$ cat config.mk
export PLATFORM = sky130hd
export DESIGN_NAME = path_ais_inserter
export DESIGN_NICKNAME = d
export VERILOG_FILES = /design/src/rtl/path_ais_inserter.sv
export SDC_FILE = /design/constraint.sdc
export NUM_CORES = 1
export LEC_CHECK = 0
export BUFFER_PORTS_ARGS = -buffer_cell sky130_fd_sc_hd__buf_2
export CAP_MARGIN = 20
export CORE_MARGIN = 2
export CORE_UTILIZATION = 49
export CTS_CLUSTER_DIAMETER = 60
export CTS_CLUSTER_SIZE = 20
export DETAILED_ROUTE_END_ITERATION = 7
export GPL_TIMING_DRIVEN = 0
export PLACE_DENSITY = 0.83
export SLEW_MARGIN = 10
export SYNTH_ARGS = -nofsm -noshare
export SYNTH_HDL_FRONTEND = slang
export SYNTH_SLANG_ARGS = --single-unit
$ cat constraint.sdc
create_clock -name clk -period 4 [get_ports clk]
set_input_delay 0.8 -clock clk [delete_from_list [all_inputs] [get_ports clk]]
set_output_delay 0.8 -clock clk [all_outputs]
set_load 0.02 [all_outputs]
$ cat src/rtl/path_ais_inserter.sv
`timescale 1ns/1ps
module path_ais_inserter #(
  parameter int ROWS     = 9,
  parameter int COLS     = 90,
  parameter int TOH_COLS = 3,
  parameter int PTR_ROW  = 3,
  parameter int N_PATH   = 7,
  parameter int N_LOS    = 4,
  parameter int N_LOC    = 3,
  parameter int W        = 8
) (
  input  logic              clk,
  input  logic              rst_n,
  input  logic [W-1:0]      din,
  input  logic              din_fs,
  input  logic [N_PATH-1:0] path_def,
  input  logic [N_PATH-1:0] path_inh,
  input  logic [N_LOS-1:0]  los_def,
  input  logic [N_LOS-1:0]  los_inh,
  input  logic [N_LOC-1:0]  loc_def,
  input  logic [N_LOC-1:0]  loc_inh,
  input  logic              force_ais,
  input  logic              ext_ais_req,
  output logic [W-1:0]      dout,
  output logic              dout_fs,
  output logic              ais_active,
  output logic              ais_change
);
  localparam int RW = (ROWS > 1) ? $clog2(ROWS) : 1;
  localparam int CW = (COLS > 1) ? $clog2(COLS) : 1;
  localparam logic [RW-1:0] ROW_LAST = RW'(ROWS - 1);
  localparam logic [CW-1:0] COL_LAST = CW'(COLS - 1);
  localparam logic [RW-1:0] ROW_PTR  = RW'(PTR_ROW);
  localparam logic [CW-1:0] COL_SPE  = CW'(TOH_COLS);

  logic [RW-1:0] row_q, row_n;
  logic [CW-1:0] col_q, col_n;
  logic          ais_q;

  always_comb begin
    if (din_fs) begin
      row_n = '0;
      col_n = '0;
    end else if (col_q == COL_LAST) begin
      col_n = '0;
      row_n = (row_q == ROW_LAST) ? '0 : row_q + 1'b1;
    end else begin
      col_n = col_q + 1'b1;
      row_n = row_q;
    end
  end

  wire gen_ais = (|(path_def & ~path_inh)) | (|(los_def & ~los_inh)) |
                 (|(loc_def & ~loc_inh)) | force_ais | ext_ais_req;
  wire cur_ais = din_fs ? gen_ais : ais_q;
  wire in_ptr  = (row_n == ROW_PTR) && (col_n < COL_SPE);
  wire in_spe  = (col_n >= COL_SPE);
  wire blank   = cur_ais && (in_ptr || in_spe);

  always_ff @(posedge clk) begin
    if (!rst_n) begin
      row_q      <= ROW_LAST;
      col_q      <= COL_LAST;
      ais_q      <= 1'b0;
      dout       <= '0;
      dout_fs    <= 1'b0;
      ais_change <= 1'b0;
    end else begin
      row_q      <= row_n;
      col_q      <= col_n;
      ais_q      <= cur_ais;
      dout       <= blank ? {W{1'b1}} : din;
      dout_fs    <= din_fs;
      ais_change <= din_fs && (gen_ais != ais_q);
    end
  end

  assign ais_active = ais_q;
endmodule

==> results.py <==
metrics = {
    "run_status": {
        "status": "complete, no violations",
    },
    "clocking": {
        "path_clk_slew_ps": 110,
        "post_cts_resized": 0,
        "cts_tree": "yes",
        "numCtsBuffers": 3,
        "cts.sinks": 22,
        "post-cts-setup-buffers": 0,
        "cts_buffer_depth": 2,
        "clk_latency_ps": 300,
        "cts_htree_levels": 1,
        "clockRootBuffer": "clkbuf_4",
        "ctsHoldBuffers": 0,
    },
    "critical_path": {
        "ff2ff_setup_slack_ps": 1950,
        "crit_path_start_kind": "primary input",
        "required_ps": 4190,
        "cpPeakStageDelay_ps": 560,
        "crit_type": "in -> reg",
        "path_cells": "buf_2 -> nor2b_1 -> a2111oi_0 -> a41oi_1 -> o31ai_1 -> a21oi_1",
        "cp.arrival_ps": 2610,
        "critPathMaxFanout": 9,
        "cpMaxStageDelayCell": "a2111oi_0",
        "cp-end-kind": "register",
        "cp_num_buf_inv": 1,
        "critPathTopFamily": "compound AO/OA/AOI/OAI gates",
    },
    "sta": {
        "grt_setup_unrepaired": "no",
        "worstMarginPinSlew_ps": 893.5,
        "period_share": 0.6032,
        "maxSlewHeadroom": 0.3965,
        "setup_ws_ps": 1587,
        "setup_violations": 0,
        "skew_ps": 1.522,
        "hold_viol": 0,
        "finalCriticalPeriod_ps": 2413,
        "fmax_ghz": 0.4145,
        "tns_ps": 0,
        "slew_viol_final": 0,
    },
    "cells_and_area": {
        "fin_nets": 240,
        "area_growth_pct": 27.81,
        "final_layout_size_suffix_gt1_frac": 0.3041,
        "fin_util": 0.6680,
        "diodes": 0,
    },
    "yosys": {
        "seq_area_frac_synth": 0.3810,
        "ys_warn_count": 0,
        "synth_top_area_frac": 0.3810,
        "syn_avg_cell_area_um2": 8.258,
        "synth-main-ff-cell": "dfxtp_1",
        "yosysMostFrequentCell": "dfxtp_1",
        "netlist_area_um2": 1156,
        "synth-edff-count": 0,
        "synth.distinct_cells": 35,
        "netlist_top_cells_area": "dfxtp_1, a21oi_1, o31ai_1",
        "synthArstFlopShare": 0,
        "yosys.area.top_type": "dfxtp_1",
        "syn_nets": 185,
        "ys_ff_latch": 22,
        "syn_inst": 140,
        "ys_top_cells_by_count": "dfxtp_1, nor2_1, a21oi_1",
    },
    "global_routing": {
        "antenna_found_initial": 0,
        "grt_max_degree": 13,
        "first_global_vias": 1090,
        "grt_usage": 0.2126,
        "grt_pass1_wl_um": 4416,
        "grt.overflow.total": 0,
    },
    "routing": {
        "wl_per_cell_um": 12.41,
        "drt_iter0_drc": 23,
        "wirelength_um": 2754,
        "vias": 1204,
        "ant_nets": 0,
        "vias_per_cell": 5.423,
        "drt_pass1_iterations": 4,
        "drc_errors": 0,
    },
    "power": {
        "switching_share": 0.2728,
        "power.total_uw": 451.6,
        "vdd_ir_drop_max_mv": 0.2866,
        "p_leak_nw": 0.6553,
        "p_int_uw": 328.4,
        "pwr-share-seq": 0.539,
        "clockPowerShare": 0.264,
        "p_sw_uw": 123.2,
        "power.density_nw_per_um2": 305.6,
        "p_comb_frac": 0.197,
    },
    "placed_design": {
        "dp_slack_ps": 1307,
        "routabilityCongestion": 0.8093,
        "io_buffers": 50,
        "hpwlAfterDp_um": 2187,
    },
    "run": {
        "maxCapViolCount": 0,
    },
    "die": {
        "ios": 52,
        "core_um2": 2212,
        "rows": 17,
        "dieArea_um2": 2764,
        "start_util": 0.5226,
        "fp.dieW_um": 52.58,
        "dieHeight_um": 52.58,
    },
    "min_path": {
        "hold_class": "reg -> reg",
    },
}
==> flip-flops by register name, summed over array words and instances, names as in the netlist <==
| register | count |
|---|---|
| ais_change | 1 |
| ais_active | 1 |
| col_q | 7 |
| dout_fs | 1 |
| dout | 8 |
| row_q | 4 |
==> stage by stage <==
| step | hold WS, ps | cell area [µm²] | cells |
|---|---|---|---|
| detailed placement | 509.6 | 1441 | 218 |
| CTS | 526.4 | 1478 | 222 |
| global placement | 493.6 | 1441 | 218 |
| floorplan | 473.5 | 1156 | 140 |
| global route | 567.7 | 1478 | 222 |
| finish | 528.0 | 1478 | 222 |
==> worst paths after layout <==
kind | startpoint | endpoint | cells after the start
worst min register to register | row_q[2] | row_q[2] | 2
worst max-delay path | path_def[0] | dout[1] | 6
worst min-delay path | row_q[2] | row_q[2] | 2
worst max register to register | col_q[0] | dout[2] | 6
==> power by group through the flow <==
stage	combinational (mW)	clock [mW]	sequential, mW
3_3_place_gp	0.0853	0	0.247
3_5_place_dp	0.0886	0	0.248
6_report	0.0888	0.119	0.243
2_1_floorplan	0.0404	0	0.257
5_1_grt	0.0992	0.132	0.245
4_1_cts	0.0891	0.123	0.243
==> cells by family (layout without fill, tap and decap cells) <==
group	Yosys count	in the layout	share of synthesized area
AO/OA/AOI/OAI	45	45	0.2706
XOR/XNOR	6	6	0.04546
adder cells (fa/ha/maj)	4	4	0.04329
buffers and inverters	15	69	0.05519
flip-flops	22	22	0.3810
AND/OR/NAND/NOR	48	48	0.2046
==> per-layer routing <==
layer | track usage | vias to the layer above | routed length, µm
met4 | 0.08974 | 0 | 12
met3 | 0.04571 | 2 | 237
met5 | 0 | - | 0
li1 | - | 607 | -
met1 | 0.2451 | 547 | 1128
met2 | 0.3750 | 48 | 1376
==> worst reg2reg max path, delay by kind of cell (launching register included) <==
family	cells	cell delay, ps
and+or+nand+nor	2	330
AOI/OAI and AO/OA	3	1010
adders and majority gates	1	190
DFF	1	470
==> cells in the final DEF, fill, tap and decap left out, types with 2 or more instances in the layout <==
cell,n
dfxtp_1,22
or2_2,2
a31oi_1,2
clkbuf_1,2
nor2b_1,8
xor2_1,3
a2111oi_0,3
nand3_1,2
o21ai_0,10
inv_1,11
xnor2_1,3
ha_1,4
buf_2,50
nand4_1,2
nand2b_1,3
and2_1,2
clkbuf_4,3
nand2_1,10
o31ai_1,8
nor2_1,15
a21oi_1,12
==> layout make-up <==
class / count / area [µm²]
buffer: 4 / 22.52
tap: 28 / 35.03
multi-input combinational: 103 / 651.9
sequential: 22 / 440.4
fill: 200 / 734.5
inverter: 11 / 41.29
timing repair buffer: 50 / 250.2
clock buffer: 4 / 36.28
No activity file was read; power rests on OpenSTA's default activity.
